==> src/rtl/pmseq_pkg.sv <==
package pmseq_pkg;
  localparam int OP_W = 5;

  typedef enum logic [OP_W-1:0] {
    OP_REG_READ   = 5'd2,
    OP_REG_MOD    = 5'd3,
    OP_REG_WRITE  = 5'd4,
    OP_WAIT_US    = 5'd5,
    OP_CNT_LOAD   = 5'd6,
    OP_CNT_LOOP   = 5'd7,
    OP_IF_ANY1    = 5'd8,
    OP_IF_ANY0    = 5'd9,
    OP_FINISH     = 5'd10,
    OP_PTR_LOAD   = 5'd12,
    OP_IF_MATCH   = 5'd14,
    OP_SUB_EXIT   = 5'd15,
    OP_SUB_ENTER  = 5'd16,
    OP_STREAM_OUT = 5'd17,
    OP_STREAM_IN  = 5'd18
  } op_e;

  typedef enum logic [1:0] {
    S_IDLE,
    S_RUN,
    S_WAIT,
    S_BURST
  } state_e;
endpackage

==> src/rtl/pmseq_rstsync.sv <==
module pmseq_rstsync #(
  parameter int STAGES = 2
) (
  input  logic clk,
  input  logic rst_n,
  output logic rst_ns
);
  logic [STAGES-1:0] sync_q;

  always_ff @(posedge clk or negedge rst_n) begin
    if (!rst_n) sync_q <= '0;
    else        sync_q <= {sync_q[STAGES-2:0], 1'b1};
  end

  assign rst_ns = sync_q[STAGES-1];
endmodule

==> src/rtl/pmseq_cond.sv <==
module pmseq_cond
  import pmseq_pkg::*;
#(
  parameter int DATA_W = 8
) (
  input  op_e               op,
  input  logic [DATA_W-1:0] status,
  input  logic [DATA_W-1:0] mask_a,
  input  logic [DATA_W-1:0] mask_b,
  output logic              take
);
  always_comb begin
    case (op)
      OP_IF_ANY1:  take = |(status & mask_a);
      OP_IF_ANY0:  take = |(~status & mask_a);
      OP_IF_MATCH: take = ((status & mask_a) == mask_a) && ((status & mask_b) == '0);
      default:     take = 1'b0;
    endcase
  end
endmodule

==> src/rtl/pmseq_usdelay.sv <==
module pmseq_usdelay #(
  parameter int CNT_W = 16
) (
  input  logic             clk,
  input  logic             rst_n,
  input  logic             load,
  input  logic [CNT_W-1:0] load_val,
  input  logic             tick,
  output logic             expired
);
  logic [CNT_W-1:0] cnt_q, cnt_d;

  always_comb begin
    cnt_d = cnt_q;
    if (load)                     cnt_d = load_val;
    else if (tick && cnt_q != '0) cnt_d = cnt_q - CNT_W'(1);
  end

  always_ff @(posedge clk or negedge rst_n) begin
    if (!rst_n) cnt_q <= '0;
    else        cnt_q <= cnt_d;
  end

  assign expired = (cnt_q == '0);
endmodule

==> src/rtl/port_microseq.sv <==
module port_microseq
  import pmseq_pkg::*;
#(
  parameter int PC_W   = 6,
  parameter int ARG_W  = 16,
  parameter int DATA_W = 8,
  parameter int BUF_AW = 8,
  parameter int REG_AW = 2,
  parameter logic [REG_AW-1:0] STAT_SEL = 2'd1,
  parameter logic [ARG_W-1:0]  ERR_CODE = 16'hFFFF
) (
  input  logic              clk,
  input  logic              rst_n,
  input  logic              start,
  output logic              busy,
  output logic              done,
  output logic [ARG_W-1:0]  ret_code,
  output logic [PC_W-1:0]   imem_addr,
  input  logic [OP_W-1:0]   imem_op,
  input  logic [ARG_W-1:0]  imem_arg0,
  input  logic [ARG_W-1:0]  imem_arg1,
  input  logic [ARG_W-1:0]  imem_arg2,
  output logic [BUF_AW-1:0] buf_addr,
  output logic              buf_we,
  output logic [DATA_W-1:0] buf_wdata,
  input  logic [DATA_W-1:0] buf_rdata,
  output logic [REG_AW-1:0] reg_sel,
  output logic              reg_we,
  output logic [DATA_W-1:0] reg_wdata,
  input  logic [DATA_W-1:0] reg_rdata,
  input  logic              us_tick
);
  logic rst_ns;

  state_e                   state_q, state_d;
  logic [PC_W-1:0]          pc_q, pc_d, ret_pc_q, ret_pc_d;
  logic signed [ARG_W-1:0]  br_q, br_d, br_dec;
  logic [BUF_AW-1:0]        ptr_q, ptr_d;
  logic [ARG_W-1:0]         cnt_q, cnt_d, code_q, code_d, fin_code, off_sel;
  logic                     sub_q, sub_d, done_q, done_d, fin;
  logic [PC_W-1:0]          pc_nx, pc_br;
  logic                     dly_load, dly_expired, br_take;
  op_e                      op;

  assign op = op_e'(imem_op);

  pmseq_rstsync #(.STAGES(2)) u_rst (
    .clk(clk), .rst_n(rst_n), .rst_ns(rst_ns)
  );

  pmseq_cond #(.DATA_W(DATA_W)) u_cond (
    .op(op), .status(reg_rdata),
    .mask_a(imem_arg0[DATA_W-1:0]), .mask_b(imem_arg1[DATA_W-1:0]),
    .take(br_take)
  );

  pmseq_usdelay #(.CNT_W(ARG_W)) u_dly (
    .clk(clk), .rst_n(rst_ns), .load(dly_load), .load_val(imem_arg0),
    .tick(us_tick), .expired(dly_expired)
  );

  assign pc_nx  = pc_q + PC_W'(1);
  assign pc_br  = pc_nx + off_sel[PC_W-1:0];
  assign br_dec = br_q - ARG_W'(1);

  // offset argument differs by branch form
  always_comb begin
    case (op)
      OP_CNT_LOOP: off_sel = imem_arg0;
      OP_IF_MATCH: off_sel = imem_arg2;
      default:     off_sel = imem_arg1;
    endcase
  end

  always_comb begin
    state_d   = state_q;
    pc_d      = pc_q;
    ret_pc_d  = ret_pc_q;
    br_d      = br_q;
    ptr_d     = ptr_q;
    cnt_d     = cnt_q;
    sub_d     = sub_q;
    done_d    = done_q;
    code_d    = code_q;
    fin       = 1'b0;
    fin_code  = ERR_CODE;
    dly_load  = 1'b0;
    reg_sel   = imem_arg0[REG_AW-1:0];
    reg_we    = 1'b0;
    reg_wdata = imem_arg1[DATA_W-1:0];
    buf_addr  = imem_arg2[BUF_AW-1:0];
    buf_we    = 1'b0;
    buf_wdata = reg_rdata & imem_arg1[DATA_W-1:0];

    case (state_q)
      S_IDLE: begin
        if (start) begin
          state_d = S_RUN;
          pc_d    = '0;
          sub_d   = 1'b0;
          br_d    = '0;
          ptr_d   = '0;
          done_d  = 1'b0;
        end
      end
      S_RUN: begin
        pc_d = pc_nx;
        case (op)
          OP_REG_READ:  buf_we = 1'b1;
          OP_REG_MOD: begin
            reg_we    = 1'b1;
            reg_wdata = (reg_rdata | imem_arg1[DATA_W-1:0]) & ~imem_arg2[DATA_W-1:0];
          end
          OP_REG_WRITE: reg_we = 1'b1;
          OP_WAIT_US: begin
            if (imem_arg0 != '0) begin
              pc_d     = pc_q;
              dly_load = 1'b1;
              state_d  = S_WAIT;
            end
          end
          OP_CNT_LOAD:  br_d = $signed(imem_arg0);
          OP_CNT_LOOP: begin
            br_d = br_dec;
            if (!br_dec[ARG_W-1] && br_dec != '0) pc_d = pc_br;
          end
          OP_IF_ANY1, OP_IF_ANY0, OP_IF_MATCH: begin
            reg_sel = STAT_SEL;
            if (br_take) pc_d = pc_br;
          end
          OP_FINISH: begin
            fin = 1'b1;
            if (!sub_q) fin_code = imem_arg0;
          end
          OP_PTR_LOAD:  ptr_d = imem_arg0[BUF_AW-1:0];
          OP_SUB_EXIT: begin
            if (sub_q) begin
              pc_d  = ret_pc_q;
              sub_d = 1'b0;
            end else begin
              fin = 1'b1;
            end
          end
          OP_SUB_ENTER: begin
            if (sub_q) begin
              fin = 1'b1;
            end else begin
              ret_pc_d = pc_nx;
              pc_d     = imem_arg0[PC_W-1:0];
              sub_d    = 1'b1;
            end
          end
          OP_STREAM_OUT, OP_STREAM_IN: begin
            if (imem_arg0 != '0) begin
              pc_d    = pc_q;
              cnt_d   = imem_arg0;
              state_d = S_BURST;
            end
          end
          default: fin = 1'b1;
        endcase
      end
      S_WAIT: begin
        if (dly_expired) begin
          pc_d    = pc_nx;
          state_d = S_RUN;
        end
      end
      default: begin
        reg_sel  = imem_arg1[REG_AW-1:0];
        buf_addr = ptr_q;
        if (op == OP_STREAM_OUT) begin
          reg_we    = 1'b1;
          reg_wdata = buf_rdata;
        end else begin
          buf_we    = 1'b1;
          buf_wdata = reg_rdata & imem_arg2[DATA_W-1:0];
        end
        ptr_d = ptr_q + BUF_AW'(1);
        cnt_d = cnt_q - ARG_W'(1);
        if (cnt_q == ARG_W'(1)) begin
          pc_d    = pc_nx;
          state_d = S_RUN;
        end
      end
    endcase

    if (fin) begin
      state_d = S_IDLE;
      done_d  = 1'b1;
      code_d  = fin_code;
    end
  end

  always_ff @(posedge clk or negedge rst_ns) begin
    if (!rst_ns) begin
      state_q  <= S_IDLE;
      pc_q     <= '0;
      ret_pc_q <= '0;
      br_q     <= '0;
      ptr_q    <= '0;
      cnt_q    <= '0;
      sub_q    <= 1'b0;
      done_q   <= 1'b0;
      code_q   <= '0;
    end else begin
      state_q  <= state_d;
      pc_q     <= pc_d;
      ret_pc_q <= ret_pc_d;
      br_q     <= br_d;
      ptr_q    <= ptr_d;
      cnt_q    <= cnt_d;
      sub_q    <= sub_d;
      done_q   <= done_d;
      code_q   <= code_d;
    end
  end

  assign busy      = (state_q != S_IDLE);
  assign done      = done_q;
  assign ret_code  = code_q;
  assign imem_addr = pc_q;
endmodule

==> config.mk <==
export PLATFORM = sky130hd
export DESIGN_NAME = port_microseq
export DESIGN_NICKNAME = d
export VERILOG_FILES = /design/src/rtl/pmseq_pkg.sv /design/src/rtl/pmseq_rstsync.sv /design/src/rtl/pmseq_cond.sv /design/src/rtl/pmseq_usdelay.sv /design/src/rtl/port_microseq.sv
export SDC_FILE = /design/constraint.sdc
export NUM_CORES = 1
export LEC_CHECK = 0
export BUFFER_PORTS_ARGS = -buffer_cell sky130_fd_sc_hd__buf_2
export CAP_MARGIN = 20
export CORE_MARGIN = 3
export CORE_UTILIZATION = 30
export CTS_BUF_LIST = sky130_fd_sc_hd__clkbuf_16
export DETAILED_ROUTE_END_ITERATION = 7
export SLEW_MARGIN = 20
export SYNTH_ARGS = -nofsm -noshare
export SYNTH_HDL_FRONTEND = slang
export SYNTH_SLANG_ARGS = --single-unit
==> constraint.sdc <==
create_clock -name clk -period 3.7 [get_ports clk]
set_clock_uncertainty 0.15 [all_clocks]
set_input_delay 0.37 -clock clk [delete_from_list [all_inputs] [get_ports clk]]
set_output_delay 0.37 -clock clk [all_outputs]
set_load 0.02 [all_outputs]
Yosys cells after proc, flatten, opt, wreduce, memory -nomap -nowiden
Index checks and enable logic that the tools add are counted.
{"block": "totals", "register_bits": 90, "latchBits": 0, "mem_bits_rw": 0, "rom_bits": 0, "elab_cells": 153, "memories": 0}
{"block": "classes", "n_addsub": 6, "multipliers": 0, "n_div": 0, "n_lt_le_gt_ge": 0, "n_eq_ne": 32, "shift": 0, "mux": 60, "n_bitwise": 10, "reduce_logical": 34}
{"cell": "16-bit two-way mux", "count": 8}
{"cell": "16-bit one-hot mux with 2 select lines", "count": 3}
{"cell": "8-bit two-way mux", "count": 7}
{"cell": "6-bit two-way mux", "count": 8}
{"cell": "16-bit nonzero test", "count": 3}
{"cell": "8-bit AND", "count": 5}
{"cell": "16-bit by 1-bit subtractor with 16-bit output (second input constant)", "count": 2}
{"cell": "5-bit by 4-bit == test with 1-bit output (second input constant)", "count": 6}
{"cell": "6-bit one-hot mux with 5 select lines", "count": 1}
{"cell": "8-bit one-hot mux with 3 select lines", "count": 1}
{"cell": "5-bit by 3-bit == test with 1-bit output (second input constant)", "count": 4}
{"cell": "6-bit one-hot mux with 3 select lines", "count": 1}
{"cell": "16-bit by 1-bit == test with 1-bit output (second input constant)", "count": 1}
{"cell": "16-bit zero test", "count": 1}
{"cell": "8-bit inverter", "count": 2}
{"cell": "8-bit one-hot mux with 2 select lines", "count": 1}
{"cell": "8-bit OR reduction", "count": 2}
{"cell": "16-bit by 2-bit subtractor with 16-bit output (second input constant)", "count": 1}
{"cell": "5-bit == test (second input constant)", "count": 3}
{"cell": "2-bit two-way mux", "count": 7}
{"cell": "1-bit two-way mux", "count": 13}
{"cell": "6-bit one-hot mux with 2 select lines", "count": 1}
{"cell": "3-bit AND reduction", "count": 4}
{"cell": "12-bit OR reduction", "count": 1}
{"cell": "31 further kinds", "count": 56}

Logic depth before layout (Yosys ltp)
Gate-level depths: netlist of run 1.
{"block": "depth", "ltp_word": 7, "ltp_mapped": 16, "ltp_nobuf": 15}

Modules after synthesis
From an unflattened synthesis of run 1, not the netlist that was laid out.
{"block": "hier_totals", "cells_unflattened": 894, "hier_area_um2": 7004.2}
{"mod": "port_microseq", "instances": 1, "cells_per_inst": 739, "area_per_inst_um2": 5710.5, "seq_area_each_um2": 1801.7}
{"mod": "pmseq_usdelay", "instances": 1, "cells_per_inst": 124, "area_per_inst_um2": 1063.5, "seq_area_each_um2": 400.4}
{"mod": "pmseq_cond", "instances": 1, "cells_per_inst": 28, "area_per_inst_um2": 176.4, "seq_area_each_um2": 0.0}
{"mod": "pmseq_rstsync", "instances": 1, "cells_per_inst": 3, "area_per_inst_um2": 53.8, "seq_area_each_um2": 50.0}

Least setup slack after synthesis of run 1
Ideal clock, no wire load.
{"block": "synth_path", "path_type": "in2reg", "startpoint": "input imem_op[4]", "endpoint": "register pc_q[4], in the netlist imem_addr[4]", "setup_time_ns": 0.087, "t_arrival_ns": 3.320, "required_ns": 3.463, "setup_slack_ns": 0.143, "path_stages": 16, "cell_sequence": "clkbuf_1 nand4bb_1 nor2_1 clkbuf_1 a22oi_1 nand2_1 ha_1 inv_1 fa_1 nor2b_1 o21ai_0 a21o_1 a2111oi_1 o2bb2ai_1 a311oi_1 o211ai_1"}
{"block": "synth_via", "elab_chain_len": 6, "elab_cells_between_ends": 20}
{"item": "from (decl)", "line": "port_microseq.sv:19", "rtl": "input logic [OP_W-1:0] imem_op,"}
{"item": "5-bit by 4-bit == test with 1-bit output or 5-bit by 3-bit == test with 1-bit output (tied branches)", "line": "pmseq_cond.sv:13, port_microseq.sv:68, port_microseq.sv:108"}
{"item": "6-bit one-hot mux with 2 select lines", "line": "port_microseq.sv:68", "rtl": "case (op)"}
{"item": "6-bit adder", "line": "port_microseq.sv:63", "rtl": "assign pc_br = pc_nx + off_sel[PC_W-1:0];"}
{"item": "6-bit two-way mux (on tied branches)", "line": "port_microseq.sv:129, port_microseq.sv:125"}
{"item": "6-bit one-hot mux with 5 select lines", "line": "port_microseq.sv:108", "rtl": "case (op)"}
{"item": "6-bit one-hot mux with 3 select lines", "line": "port_microseq.sv:95", "rtl": "case (state_q)"}
{"item": "to (signal assigned)", "line": "port_microseq.sv:208", "rtl": "pc_q <= pc_d;"}
{"item": "to (decl)", "line": "port_microseq.sv:36", "rtl": "logic [PC_W-1:0] pc_q, pc_d, ret_pc_q, ret_pc_d;"}
Several ways; a longest one is shown, not always the timed one.
A chain may end at the register's enable or synchronous reset.

Worst setup path in the final report of run 1
Same ends and word-level chain as after synthesis.

==> impl_metrics.ini, run 1 <==
[clock_tree]
path_clk_slew_ps = 70
cts_num_sinks = 90
htree_levels = 3
ctsResizeCount = 0
ctsHoldBuffers = 1
tritoncts = yes
post-cts-setup-buffers = 0
cts_made_buffers = 9
clockBufferDepth = 2
worst_skew_pair.late_latency_ps = 360
root_buffer = clkbuf_16

[status]
outcome = completed

[placement]
place_congestion = 0.905
dp.cells = 1211
post-dp-hpwl_um = 16800
portBuffers = 108

[finish]
drive_gt1_share_pct = 19.4
multi_input_area_um2 = 4240
n_fill_cell = 2331
seqCellArea_um2 = 2260
final_util_pct = 36.1
final_nets = 1033
area.growth.synth_to_final_pct = 16.4
fin_cells = 1229

[power_and_ir_drop]
leakage_uw = 0.00327
swShare_pct = 47.2
seqPwrFrac_pct = 31.0
vdd_drop_max_mv = 0.353
clkPwrFrac_pct = 16.7
p_switching_uw = 2730
p_comb_share_pct = 52.3
powerDensity_nw_per_um2 = 722
intPower_uw = 3050

[global_route]
grt_max_degree = 39
grt_antenna_before_repair = 3
grt_pass1_wl_um = 36700
first_global_vias = 6515
grt_overflow = 0
grt_usage_pct = 18.7

[timing]
slew_headroom_pct = 41.1
setup_viol = 0
hold_slack_ps = 162
tightest_slew_ps = 877
slew_viol_final = 0
fmax_ghz = 0.319
min_period_ps = 3130
hold_viol_final = 0
finalCritPeriodShare_pct = 84.6
setup_tns_ps = 0
rsz0062_at_grt = false

[drt]
vias = 7033
postRouteWirelength_um = 23300
firstDrtPassIters = 5
via_per_inst = 5.72
avgRoutedWirePerCell_um = 18.9
drt_iter0_drc = 533
antenna_left = 0
drcViolationCount = 0

[hold_path]
hp-class = reg2async

[logic_synthesis]
ys_ff_latch = 90
synth_flop_cell = dfrtp_1
yosys_warnings = 0
syn_area_um2 = 6880
ys_types = 84
synth_fp_nets = 950
seq_area_frac_synth_pct = 32.7
synth_edf_count = 0
yosysTopAreaCell = dfrtp_1
synth.avg_cell_area_um2 = 8.00
synthCells = 860
yosys-top-cells-area = dfrtp_1 33%, a21oi_1 5.6%, nor2_1 4.9%
synth_top_area_share_pct = 32.7
async_flop_share_pct = 100

[setup_path]
path_class = in2reg
critPathMaxFanout = 11
r2r_end = br_q[15]
critical_path_required_ps = 3820
startpoint_type = input pin
critPathArrivalTime_ps = 3250
rr_startpoint = state_q[0]
rrSetupSlack_ps = 580
reg2reg_depth = 9
cp-end-kind = register

[floorplanning]
boundaryPins = 125
initial_core_util_pct = 31.0
die_h_um = 157
rows = 54
core_area_um2 = 22200
die_w_um = 157
die_area_um2 = 24800

[run]
maxCapViolCount = 0
[synthesized netlist by cell type (7+ instances only)]
| cell type | number |
|---|---|
| dfrtp_1 | 90 |
| o22ai_1 | 15 |
| a22oi_1 | 16 |
| inv_1 | 32 |
| a21oi_1 | 77 |
| xor2_1 | 7 |
| nor3_1 | 36 |
| nor2_1 | 89 |
| o22a_1 | 8 |
| a211oi_1 | 12 |
| o21ai_0 | 54 |
| buf_2 | 9 |
| ha_1 | 16 |
| a221oi_1 | 13 |
| a31oi_1 | 17 |
| clkbuf_1 | 45 |
| or3_1 | 12 |
| nand2_1 | 75 |
| nor4_1 | 15 |
| a221o_1 | 11 |
| mux2_2 | 12 |
| a21boi_0 | 7 |
| a311oi_1 | 8 |
| mux2i_1 | 11 |
| xnor2_1 | 18 |
| nand3_1 | 27 |
| nor2b_1 | 9 |
[critical path, stage by stage]
cell and delay [ps]:
buf_2 240, nand3b_1 170, nor2_1 50, buf_4 150, nor2_1 230, nand2_1 90, nand2_1 80, ha_1 160
inv_1 50, fa_1 400, nor2b_1 120, o21ai_0 110, a21o_1 200, a2111oi_1 330, o2bb2ai_1 190, a311oi_1 120
o211ai_1 190
[layout make-up]
cell class                      count  share of cell area (%)
Multi-Input combinational cell    675                    53.0
Sequential cell                    90                    28.2
Timing Repair Buffer              132                    9.03
Tap cell                          280                    4.38
Clock buffer                        9                    2.81
Inverter                           35                    1.64
Clock inverter                      6                   0.938
Antenna cell                        2                  0.0625
[layer usage]
metal | part of all wire (%) | vias to the layer above | track usage [%]
li1 | - | 3381 | -
met1 | 44 | 3425 | 25.0
met2 | 48 | 190 | 31.0
met3 | 5.2 | 35 | 3.68
met4 | 2.2 | 2 | 5.12
met5 | 0.052 | - | 0
[registers in the layout, indices dropped and copies added, names as in the netlist, 6 cells and up]
name / flops
u_dly.cnt_q: 16
ret_code: 16
ptr_q: 8
br_q: 16
imem_addr: 6
cnt_q: 16
ret_pc_q: 6
[power by group through the flow]
stage / logic (uW) / registers, uW / clock network [uW]
after floorplan: 2230 / 1710 / 0
after global placement: 2970 / 1790 / 0
after detailed placement: 3000 / 1800 / 0
after CTS: 3010 / 1780 / 990
after global routing: 3360 / 1850 / 1030
final: 3020 / 1790 / 967
[kinds of logic (layout without fill, tap and decap cells)]
group                      Yosys count  count (layout)  synth area share (%)
AOI/OAI and AO/OA                  290             290                  28.0
adders and majority gates           17              17                  3.20
buffers and inverters               95             182                  5.67
DFF                                 90              90                  32.7
other                                1               3                0.0545
xor gates and xnor gates            25              25                  3.18
and+or+nand+nor                    319             319                  23.6
muxes                               23              23                  3.56
[how the worst max path moves through the flow]
stage | start | to | slack [ps] | cells past startpoint
final | imem_op[4] | imem_addr[4] | 570 | 17
after global routing | imem_op[4] | imem_addr[4] | 280 | 14
after CTS | state_q[0] | br_q[15] | 570 | 9
after detailed placement | imem_op[4] | imem_addr[4] | 230 | 17
after global placement | imem_op[4] | imem_addr[4] | 270 | 17
after floorplan | imem_op[4] | imem_addr[4] | 140 | 16
[cells in the final DEF, fill, tap and decap left out, types with 18 or more instances in the layout]
master and instances:
xnor2_1 18, nand2_1 75, nand3_1 27, dfrtp_1 89
nor2_1 89, buf_4 23, o21ai_0 54, buf_2 108
nor3_1 36, a21oi_1 77, inv_1 32
[through the flow]
stage	setup slack, ps	total power (uW)	area, um^2
detailed placement	229	4800	7690
global placement	274	4760	7690
floorplan	143	3940	6880
CTS	574	5790	8000
global route	279	6240	8000
finish	568	5780	8010
Note: power is estimated with default switching activity, not from simulation.
==> run 2: changes to the inputs <==
--- a/config.mk
+++ b/config.mk
@@ -5,6 +5,7 @@
 export SDC_FILE = /design/constraint.sdc
 export NUM_CORES = 1
 export LEC_CHECK = 0
+export ABC_AREA = 1
 export BUFFER_PORTS_ARGS = -buffer_cell sky130_fd_sc_hd__buf_2
 export CAP_MARGIN = 20
 export CORE_MARGIN = 3
==> constraint.sdc (replaced) <==
create_clock -name clk -period 3.2 [get_ports clk]
set_clock_uncertainty 0.15 [all_clocks]
set_input_delay 0.32 -clock clk [delete_from_list [all_inputs] [get_ports clk]]
set_output_delay 0.32 -clock clk [all_outputs]
set_load 0.02 [all_outputs]
==> run 2 against run 1 <==
Net effect:
- largest cell class unchanged
- critical endpoint is now reg_wdata[1]
- global-route usage shrank 0.43 points
- register-to-register slack lost 150 ps
- final cell count grew 15%
- wire length shrank 1.7%
- final area grew 2.0%
==> impl_metrics.ini, run 2 <==
[logic_synthesis]
yosys-top-cells-area = dfrtp_1 32%, nand2_1 13%, o21ai_0 6.6%
yosys_warnings = 0
synth.top_cells.by_count = 232 x nand2_1, 116 x inv_1, 108 x nor2_1
seq_area_frac_synth_pct = 32.4
ys_types = 58
synth_fp_nets = 1103
async_flop_share_pct = 100
synthCells = 1013
ys_ff_latch = 90
synth_edf_count = 0
syn_area_um2 = 6940
synth_most_common_cell = nand2_1
synth.avg_cell_area_um2 = 6.85
synth_top_area_share_pct = 32.4
yosysTopAreaCell = dfrtp_1
synth_flop_cell = dfrtp_1

[finish]
layout_commonest_cell = nand2_1
layout_common_cells = 232 x nand2_1, 117 x inv_1, 108 x nor2_1, 108 x buf_2, 91 x o21ai_0
area.growth.synth_to_final_pct = 17.6
final_nets = 1213
n_fill_cell = 2453
design_area_um2 = 8170
drive_gt1_share_pct = 18.2
antenna_cells = 0

[clock_tree]
htree_levels = 3
worst_skew_pair.late_latency_ps = 350
cts_num_sinks = 90
cts_made_buffers = 9
clockBufferDepth = 2
path_clk_slew_ps = 70
tritoncts = yes
root_buffer = clkbuf_16
post-cts-setup-buffers = 0

[floorplanning]
rows = 55
die_h_um = 158
die_w_um = 158
initial_core_util_pct = 30.6
die_area_um2 = 25000
core_area_um2 = 22700
boundaryPins = 125

[timing]
hold_slack_ps = 84.5
finalCritPeriodShare_pct = 89.0
min_period_ps = 2850
fmax_ghz = 0.351
fin_ws_ps = 353
tightest_slew_ps = 652
slew_headroom_pct = 56.5
rsz0062_at_grt = false
setup_tns_ps = 0
slew_viol_final = 0
setup_viol = 0
hold_viol_final = 0

[hold_path]
min_from = start
hp-class = in2reg
min_path_cells = 4
hold_path_end = done

[setup_path]
critPathArrivalTime_ps = 2380
critPathMaxFanout = 17
rr_startpoint = imem_addr[0]
rrSetupSlack_ps = 430
path_class = reg2out
reg2reg_depth = 12
startpoint_type = register
critical_path_required_ps = 2730
r2r_end = imem_addr[4]
cp-end-kind = output pin

[placement]
post-dp-hpwl_um = 17600
placed_area_um2 = 7850
place_ws_ps = 176
portBuffers = 108
place_congestion = 0.903

[status]
outcome = completed

[drt]
firstDrtPassIters = 5
drt_iter0_drc = 570
postRouteWirelength_um = 22900
antenna_left = 0
drcViolationCount = 0
avgRoutedWirePerCell_um = 16.2
via_per_inst = 5.15
vias = 7273

[global_route]
grt_overflow = 0
grt_max_degree = 46
grt_pass1_wl_um = 36400
grt_usage_pct = 18.3
first_global_vias = 6780
grt_antenna_before_repair = 0

[power_and_ir_drop]
powerDensity_nw_per_um2 = 889
leakage_uw = 0.00383
power_uw = 7260
vdd_drop_max_mv = 0.354

[run]
maxCapViolCount = 0
-- run 2: final cells by class --
cell class,instances,area (um^2),area share (%)
Multi-Input combinational cell,755,4020,49.2
Clock inverter,6,83.8,1.03
Clock buffer,9,225,2.76
Tap cell,285,357,4.37
Sequential cell,90,2260,27.6
Timing Repair Buffer,131,716,8.76
Inverter,136,513,6.28
-- run 2: critical path, cell delays in order (launching register included) --
cell and delay (ps):
dfrtp_1 340, buf_4 170, ha_1 170, inv_1 180, nor2_1 160, buf_4 210
clkinv_1 270, o211ai_1 310, buf_2 210
-- run 2: logic make-up (layout without fill, tap and decap cells) --
| family | Yosys count | after routing | share of synthesized area (%) |
|---|---|---|---|
| xor gates and xnor gates | 28 | 28 | 3.53 |
| buffers and inverters | 168 | 282 | 9.73 |
| other | 1 | 1 | 0.0540 |
| DFF | 90 | 90 | 32.4 |
| and+or+nand+nor | 465 | 465 | 29.9 |
| AOI/OAI and AO/OA | 244 | 244 | 21.1 |
| adders and majority gates | 17 | 17 | 3.17 |
-- run 2: what timing repair did --
item | 4_1_cts | 5_1_grt
hold endpoints to repair | 2 | 0
resized for setup | 0 | 0
hold buffers | 1 | 0
-- run 2: power breakdown --
| part | switching [uW] | internal [uW] | leakage [uW] |
|---|---|---|---|
| Combinational | 2670 | 1450 | 0.00261 |
| Clock | 465 | 678 | 0.000151 |
| Sequential | 413 | 1590 | 0.00107 |
| Total | 3550 | 3710 | 0.00383 |
-- run 2: worst max-delay path by stage --
stage                              end        from  cells after the start  slack [ps]
final                     reg_wdata[1]  state_q[0]                      8         350
after global routing      reg_wdata[1]  state_q[0]                      8         120
after CTS                 reg_wdata[1]  state_q[0]                      8         420
after detailed placement  imem_addr[4]  imem_op[2]                     18         180
after global placement    imem_addr[4]  imem_op[2]                     18         290
after floorplan           imem_addr[4]  imem_op[4]                     19         200
-- run 2: routing by layer --
metal / part of all wire, % / GRT usage [%] / routed length [um]
met5: 0 / 0 / 0
met3: 4.9 / 2.98 / 1130
met4: 1.4 / 3.56 / 320
met2: 46 / 28.9 / 10500
met1: 48 / 26.6 / 10900
-- run 2: stage by stage --
step                instances  utilization, %
finish                   1412            36.0
global route             1412            36.0
CTS                      1412            36.0
detailed placement       1396            34.6
global placement         1396            34.6
floorplan                1013               -
